[config.mk]
export PLATFORM = sky130hd
export DESIGN_NAME = i2c_target_data_engine
export DESIGN_NICKNAME = d
export VERILOG_FILES = /design/src/rtl/i2c_tde_pkg.sv /design/src/rtl/i2c_tde_linemon.sv /design/src/rtl/i2c_tde_fsm.sv /design/src/rtl/i2c_tde_holdbuf.sv /design/src/rtl/i2c_target_data_engine.sv
export SDC_FILE = /design/constraint.sdc
export NUM_CORES = 1
export LEC_CHECK = 0
export ABC_AREA = 1
export BUFFER_PORTS_ARGS = -buffer_cell sky130_fd_sc_hd__clkbuf_2
export CORE_MARGIN = 2
export CORE_UTILIZATION = 55
export DETAILED_ROUTE_END_ITERATION = 16
export PLACE_DENSITY = 0.77
export SETUP_SLACK_MARGIN = 0.3
export SKIP_CTS_REPAIR_TIMING = 1
export SYNTH_ARGS = -nofsm -noshare
export SYNTH_HDL_FRONTEND = slang
export SYNTH_SLANG_ARGS = --single-unit
[constraint.sdc]
create_clock -name clk -period 2.2 [get_ports clk]
set_clock_uncertainty 0.1 [all_clocks]
set_input_delay 0.33 -clock clk [delete_from_list [all_inputs] [get_ports clk]]
set_output_delay 0.33 -clock clk [all_outputs]
set_load 0.01 [all_outputs]
[src/rtl/i2c_tde_pkg.sv]
package i2c_tde_pkg;

    typedef enum logic [2:0] {
        ST_IDLE,
        ST_RX_BIT,
        ST_RX_ACK,
        ST_TX_BIT,
        ST_TX_ACK
    } tde_state_e;

endpackage

[src/rtl/i2c_tde_linemon.sv]
module i2c_tde_linemon #(
    parameter int STAGES = 2
) (
    input  logic clk,
    input  logic rst_n,
    input  logic scl_in,
    input  logic sda_in,
    output logic scl_lvl,
    output logic sda_lvl,
    output logic scl_rise,
    output logic scl_fall,
    output logic bus_evt
);
    localparam int LINES = 2;

    logic [LINES-1:0] raw;
    logic [LINES-1:0] lvl;
    logic [LINES-1:0] lvl_q;
    logic             cond_start;
    logic             cond_stop;

    assign raw = {sda_in, scl_in};

    for (genvar g = 0; g < LINES; g++) begin : g_line
        logic [STAGES-1:0] pipe;
        always_ff @(posedge clk or negedge rst_n) begin
            if (!rst_n) pipe <= '1;
            else        pipe <= {pipe[STAGES-2:0], raw[g]};
        end
        assign lvl[g] = pipe[STAGES-1];
    end

    always_ff @(posedge clk or negedge rst_n) begin
        if (!rst_n) lvl_q <= '1;
        else        lvl_q <= lvl;
    end

    // SCL is line 0, SDA is line 1
    assign scl_lvl    = lvl[0];
    assign sda_lvl    = lvl[1];
    assign scl_rise   = lvl[0] & ~lvl_q[0];
    assign scl_fall   = ~lvl[0] & lvl_q[0];
    assign cond_start = lvl[0] & lvl_q[0] & lvl_q[1] & ~lvl[1];
    assign cond_stop  = lvl[0] & lvl_q[0] & ~lvl_q[1] & lvl[1];
    assign bus_evt    = cond_start | cond_stop;

endmodule

[src/rtl/i2c_tde_fsm.sv]
module i2c_tde_fsm
    import i2c_tde_pkg::*;
#(
    parameter int DW = 8
) (
    input  logic          clk,
    input  logic          rst_n,
    input  logic          scl_rise,
    input  logic          scl_fall,
    input  logic          bus_evt,
    input  logic          sda_lvl,
    input  logic          start_rx,
    input  logic          start_tx,
    input  logic          ack_bit,
    input  logic          ovr,
    input  logic [DW-1:0] tx_src,
    output logic          sda_oe,
    output logic          busy,
    output logic          rx_mode,
    output logic          tx_mode,
    output logic          byte_done,
    output logic [DW-1:0] shreg_o,
    output logic [DW-1:0] rx_byte
);
    localparam int        CW      = $clog2(DW + 1);
    localparam [CW-1:0]   LAST    = CW'(DW);
    localparam [CW-1:0]   LAST_M1 = CW'(DW - 1);

    tde_state_e      state_q, state_d;
    logic [CW-1:0]   cnt;
    logic [DW-1:0]   shreg;
    logic            busy_q;
    logic            oe_q;
    logic            ack_seen;

    // state register
    always_ff @(posedge clk or negedge rst_n) begin
        if (!rst_n) state_q <= ST_IDLE;
        else        state_q <= state_d;
    end

    // next-state logic
    always_comb begin
        state_d = state_q;
        unique case (state_q)
            ST_IDLE: begin
                if (start_rx)      state_d = ST_RX_BIT;
                else if (start_tx) state_d = ST_TX_BIT;
            end
            ST_RX_BIT: if (scl_fall && cnt == LAST) state_d = ST_RX_ACK;
            ST_RX_ACK: if (scl_fall)                state_d = ST_RX_BIT;
            ST_TX_BIT: if (scl_fall && cnt == LAST) state_d = ST_TX_ACK;
            ST_TX_ACK: if (scl_fall) state_d = ack_seen ? ST_TX_BIT : ST_IDLE;
            default:   state_d = ST_IDLE;
        endcase
        if (bus_evt && state_q != ST_IDLE) state_d = ST_IDLE;
    end

    assign rx_byte = {shreg[DW-2:0], sda_lvl};

    // registered outputs and datapath
    always_ff @(posedge clk or negedge rst_n) begin
        if (!rst_n) begin
            cnt      <= '0;
            shreg    <= '0;
            busy_q   <= 1'b0;
            oe_q     <= 1'b0;
            ack_seen <= 1'b0;
        end else if (bus_evt && state_q != ST_IDLE) begin
            cnt    <= '0;
            busy_q <= 1'b0;
            oe_q   <= 1'b0;
        end else begin
            unique case (state_q)
                ST_IDLE: begin
                    cnt    <= '0;
                    busy_q <= 1'b0;
                    oe_q   <= 1'b0;
                    if (!start_rx && start_tx) begin
                        shreg <= tx_src;
                        oe_q  <= ~tx_src[DW-1];
                    end
                end
                ST_RX_BIT: begin
                    if (scl_rise) begin
                        cnt    <= cnt + CW'(1);
                        busy_q <= 1'b1;
                        if (!ovr) shreg <= rx_byte;
                    end
                    if (scl_fall && cnt == LAST) oe_q <= ~ovr & ~ack_bit;
                end
                ST_RX_ACK: begin
                    if (scl_fall) begin
                        oe_q   <= 1'b0;
                        busy_q <= 1'b0;
                        cnt    <= '0;
                    end
                end
                ST_TX_BIT: begin
                    if (scl_rise) begin
                        cnt    <= cnt + CW'(1);
                        busy_q <= 1'b1;
                    end
                    if (scl_fall && cnt != '0) begin
                        if (cnt == LAST) begin
                            oe_q   <= 1'b0;
                            busy_q <= 1'b0;
                        end else begin
                            shreg <= {shreg[DW-2:0], 1'b0};
                            oe_q  <= ~shreg[DW-2];
                        end
                    end
                end
                ST_TX_ACK: begin
                    if (scl_rise) ack_seen <= ~sda_lvl;
                    if (scl_fall) begin
                        cnt <= '0;
                        if (ack_seen) begin
                            shreg <= tx_src;
                            oe_q  <= ~tx_src[DW-1];
                        end else begin
                            oe_q <= 1'b0;
                        end
                    end
                end
                default: ;
            endcase
        end
    end

    assign sda_oe    = oe_q;
    assign busy      = busy_q;
    assign shreg_o   = shreg;
    assign rx_mode   = (state_q == ST_RX_BIT) || (state_q == ST_RX_ACK);
    assign tx_mode   = (state_q == ST_TX_BIT) || (state_q == ST_TX_ACK);
    assign byte_done = (state_q == ST_RX_BIT) && scl_rise && (cnt == LAST_M1) && !bus_evt;

endmodule

[src/rtl/i2c_tde_holdbuf.sv]
module i2c_tde_holdbuf #(
    parameter int DW = 8
) (
    input  logic          clk,
    input  logic          rst_n,
    input  logic          byte_done,
    input  logic [DW-1:0] rx_byte,
    input  logic [DW-1:0] shreg,
    input  logic          sw_rd,
    input  logic          sw_wr,
    input  logic [DW-1:0] sw_wdata,
    input  logic          busy,
    output logic [DW-1:0] hold,
    output logic          rx_rdy,
    output logic          rx_ovr
);
    logic buf_free;

    assign buf_free = !rx_rdy || sw_rd;

    always_ff @(posedge clk or negedge rst_n) begin
        if (!rst_n) begin
            hold   <= '0;
            rx_rdy <= 1'b0;
            rx_ovr <= 1'b0;
        end else begin
            if (sw_rd) begin
                if (rx_ovr) begin
                    hold   <= shreg;
                    rx_rdy <= 1'b1;
                    rx_ovr <= 1'b0;
                end else begin
                    rx_rdy <= 1'b0;
                end
            end
            if (byte_done && !rx_ovr) begin
                if (buf_free) begin
                    hold   <= rx_byte;
                    rx_rdy <= 1'b1;
                end else begin
                    rx_ovr <= 1'b1;
                end
            end
            if (sw_wr && !busy) hold <= sw_wdata;
        end
    end

endmodule

[src/rtl/i2c_target_data_engine.sv]
module i2c_target_data_engine #(
    parameter int DATA_W      = 8,
    parameter int SYNC_STAGES = 2
) (
    input  logic              clk,
    input  logic              rst_n,
    input  logic              scl_in,
    input  logic              sda_in,
    output logic              sda_oe,
    input  logic              rx_begin,
    input  logic              tx_begin,
    input  logic              ack_bit,
    input  logic              rx_irq_en,
    input  logic              ovr_irq_en,
    input  logic              sw_rd,
    input  logic              sw_wr,
    input  logic [DATA_W-1:0] sw_wdata,
    output logic [DATA_W-1:0] rd_data,
    output logic              busy,
    output logic              rx_rdy,
    output logic              rx_ovr,
    output logic              irq
);
    logic              scl_lvl;
    logic              sda_lvl;
    logic              scl_rise;
    logic              scl_fall;
    logic              bus_evt;
    logic              rx_mode;
    logic              tx_mode;
    logic              byte_done;
    logic [DATA_W-1:0] shreg;
    logic [DATA_W-1:0] rx_byte;

    i2c_tde_linemon #(.STAGES(SYNC_STAGES)) u_linemon (
        .clk      (clk),
        .rst_n    (rst_n),
        .scl_in   (scl_in),
        .sda_in   (sda_in),
        .scl_lvl  (scl_lvl),
        .sda_lvl  (sda_lvl),
        .scl_rise (scl_rise),
        .scl_fall (scl_fall),
        .bus_evt  (bus_evt)
    );

    i2c_tde_fsm #(.DW(DATA_W)) u_fsm (
        .clk       (clk),
        .rst_n     (rst_n),
        .scl_rise  (scl_rise),
        .scl_fall  (scl_fall),
        .bus_evt   (bus_evt),
        .sda_lvl   (sda_lvl),
        .start_rx  (rx_begin),
        .start_tx  (tx_begin),
        .ack_bit   (ack_bit),
        .ovr       (rx_ovr),
        .tx_src    (rd_data),
        .sda_oe    (sda_oe),
        .busy      (busy),
        .rx_mode   (rx_mode),
        .tx_mode   (tx_mode),
        .byte_done (byte_done),
        .shreg_o   (shreg),
        .rx_byte   (rx_byte)
    );

    i2c_tde_holdbuf #(.DW(DATA_W)) u_holdbuf (
        .clk       (clk),
        .rst_n     (rst_n),
        .byte_done (byte_done),
        .rx_byte   (rx_byte),
        .shreg     (shreg),
        .sw_rd     (sw_rd),
        .sw_wr     (sw_wr),
        .sw_wdata  (sw_wdata),
        .busy      (busy),
        .hold      (rd_data),
        .rx_rdy    (rx_rdy),
        .rx_ovr    (rx_ovr)
    );

    assign irq = (rx_rdy & rx_irq_en) | (rx_ovr & ovr_irq_en);

endmodule

==> impl_metrics.tcl <==
set metrics [dict create \
    synth_fa_ha_area_share_pct 1.15 \
    grt_max_degree 35 \
    synth_nets 339 \
    slew_headroom_pct 44.1 \
    cp-startpoint "u_linemon.lvl_q[0]" \
    p_leak_nw 1.32 \
    fmax_mhz 569 \
    core_area_mm2 0.00374 \
    p_clk_share_pct 17.0 \
    area_growth_pct 14.1 \
    worst_slew_pin_slew_ns 0.838 \
    crit_slowest_cell "dfstp_2" \
    dr.first_iter.drc_count 208 \
    synthCells 318 \
    status "finished clean" \
    antenna_left 0 \
    p_int_mw 1.53 \
    fillers 360 \
    antenna_found_initial 0 \
    antenna_cells 0 \
    clock_latency_ns 0.29 \
    io_pins 32 \
    cts_buffers 5 \
    r2r_start "u_linemon.lvl_q[0]" \
    cts_tree "done" \
    required_ns 2.28 \
    nNetsFinal 373 \
    gp_congestion 0.952 \
    synth_compound_area_share_pct 13.8 \
    grt_pass1_vias 2003 \
    slew_violations 0 \
    synthMuxAreaShare_pct 0 \
    critPathTopFamily "simple AND/OR/NAND/NOR gates" \
    die-width_um 66.9 \
    path_class "flop to flop" \
    drv_cap 0 \
    via_count 2153 \
    grt.total_usage_pct 27.1 \
    path_common_cell "nand2_1" \
    ys_seq_area_share_pct 39.5 \
    die_h_um 66.9 \
    switching_share_pct 46.0 \
    syn-mean-instance-area_um2 6.83 \
    switchingPower_mw 1.30 \
    ys_types 33 \
    synth-simple-area-share_pct 36.3 \
    setup_tns_ns 0 \
    root_buffer "clkbuf_8" \
    dpl.hpwl_um 3980 \
    setup_viol 0 \
    ys_async_sr_fraction_pct 100 \
    final_util_pct 66.2 \
    grt_overflow 0 \
    final_cell_mix "nand2_1, inv_1, nand3_1, clkbuf_2, dfrtp_1" \
    synth-main-ff-cell "dfrtp_1" \
    synth_top_family_by_area "simple AND/OR/NAND/NOR gates" \
    share_seq_of_total_power_pct 35.3 \
    wl_um 5320 \
    min_path_type "input port to flop" \
    start_util_pct 58.1 \
    port_buffers 31 \
    rsz0062_at_grt "yes" \
    report.final.hold_viol_count 0 \
    drive_above_1_share_pct 19.3 \
    die-area_mm2 0.00447 \
    dp_slack_ns 0.353 \
    first_pass_iters 4 \
    critical_path_buf_inv_count 1 \
    synth-edff-count 0 \
    grt_pass1_wl_um 9110 \
    worstPathArrival_ns 1.83 \
    yosys_warnings 0 \
    end_kind "flop" \
    ir_worst_vdd_uv 575 \
    vias_per_cell 5.37 \
    startpoint_type "flop" \
    min_from "sda_in" \
    setup_slack_ns 0.443 \
    powerDensity_mw_per_mm2 1140 \
    post_drt_wl_per_cell_um 13.3 \
    fin_crit_sh_pct 79.9 \
    synth_xor_area_share_pct 0.403 \
    yosys_register_bits 34 \
    drc 0 \
    crit_fanout 9 \
    cts.path.max_buffers 2 \
    slowest_delay_ns 0.54 \
    num_rows 22 \
    synthesis.area_mm2 0.00217 \
    worstPathCellList "inv_2, nor2_2, nand2_1, nand2_2, nand2_2, a21oi_4, nand2_4, nand2_1, nand2_1" \
    fin_crit_ns 1.76 \
    numClockSinks 34 \
    final_common_cell "nand2_1" \
    h-tree-depth 2 \
    clk_pin_slew_worst_paths_ns 0.07 \
    pwr-share-comb_pct 47.7 \
]
==> layout make-up <==
type                    count  area (um2)  share of cell area [%]
clock inverters             1        5.00                   0.202
clock buffers               7        86.3                    3.48
inverters                  44         165                    6.66
flip-flops and latches     34         858                    34.6
well taps                  48        60.1                    2.42
multi-input cells         235        1140                    46.1
repair buffers             32         163                    6.56
==> power groups by stage <==
stage,logic [mW],registers [mW],clock network [mW]
finish,1.35,1.00,0.482
global route,1.55,1.02,0.526
CTS,1.34,0.994,0.491
detailed placement,1.33,1.00,0
global placement,1.31,0.997,0
floorplan,0.976,0.981,0
==> final timing paths <==
| path | end | slack (ns) | cells past startpoint |
|---|---|---|---|
| worst max-delay path | u_fsm.shreg_o[0] | 0.44 | 9 |
| worst min-delay path | u_linemon.g_line[1].pipe[0] | 0.02 | 1 |
| worst max register to register | u_fsm.shreg_o[0] | 0.44 | 9 |
| worst min register to register | u_linemon.g_line[1].pipe[1] | 0.26 | 0 |
| max in group asynchronous | u_fsm.shreg_o[1] | 1.44 | 1 |
| min in group asynchronous | u_fsm.cnt[0] | 0.03 | 1 |
==> synth_stat cells (3+ instances only) <==
cell      count  area, um2
clkbuf_1      3       11.3
nand3_1      34        170
inv_2         5       18.8
nor2_1       24       90.1
nand3_2       4       40.0
o21ai_1      14       70.1
nand4_1       3       18.8
dfrtp_1      28        701
o21ai_0      22        110
a21oi_1       7       35.0
nand2_1     103        387
inv_1        37        139
dfstp_2       6        158
nor2_2        3       18.8
==> cell families (layout without fill, tap and decap cells) <==
kind of cell	Yosys count	in the layout
AND/OR/NAND/NOR	179	179
AO/OA/AOI/OAI	53	53
buffers and inverters	49	84
flip-flops	34	34
adder cells (fa/ha/maj)	2	2
XOR/XNOR	1	1
==> per-stage QoR <==
stage	std cells	hold WS [ns]	cell area [um2]	total power, mW
after floorplan	318	-0.0656	2170	1.96
after global placement	393	0.245	2370	2.30
after detailed placement	393	0.251	2370	2.33
after CTS	401	0.0100	2460	2.82
after global routing	401	0.00108	2480	3.09
final	401	0.0178	2480	2.83
==> state kept, by name, indices dropped and copies added, names as in the netlist <==
signal and flops:
u_fsm.shreg_o 8, u_holdbuf.hold 8, u_fsm.cnt 4, u_linemon.g_line.pipe 4
u_fsm.state_q 3, u_linemon.lvl_q 2, u_fsm.ack_seen 1, u_fsm.busy 1
u_fsm.sda_oe 1, u_holdbuf.rx_ovr 1, u_holdbuf.rx_rdy 1
==> per-layer routing <==
layer  wire length (um)  vias up  share of wire, %  track usage, %
met5                  0        -                 0               0
met4                 65        0               1.2            8.67
met3                342        8               6.4            6.93
met2               2350       74                44            39.8
met1               2560      984                48            39.0
li1                   -     1087                 -               -
==> worst register-to-register path, delay by kind of cell, from the launching register on <==
kind	cells	cell delay [ns]
buffers and inverters	1	0.04
DFF	1	0.54
AOI/OAI and AO/OA	1	0.24
and+or+nand+nor	7	0.72
Note: power is estimated with default switching activity, not from simulation.
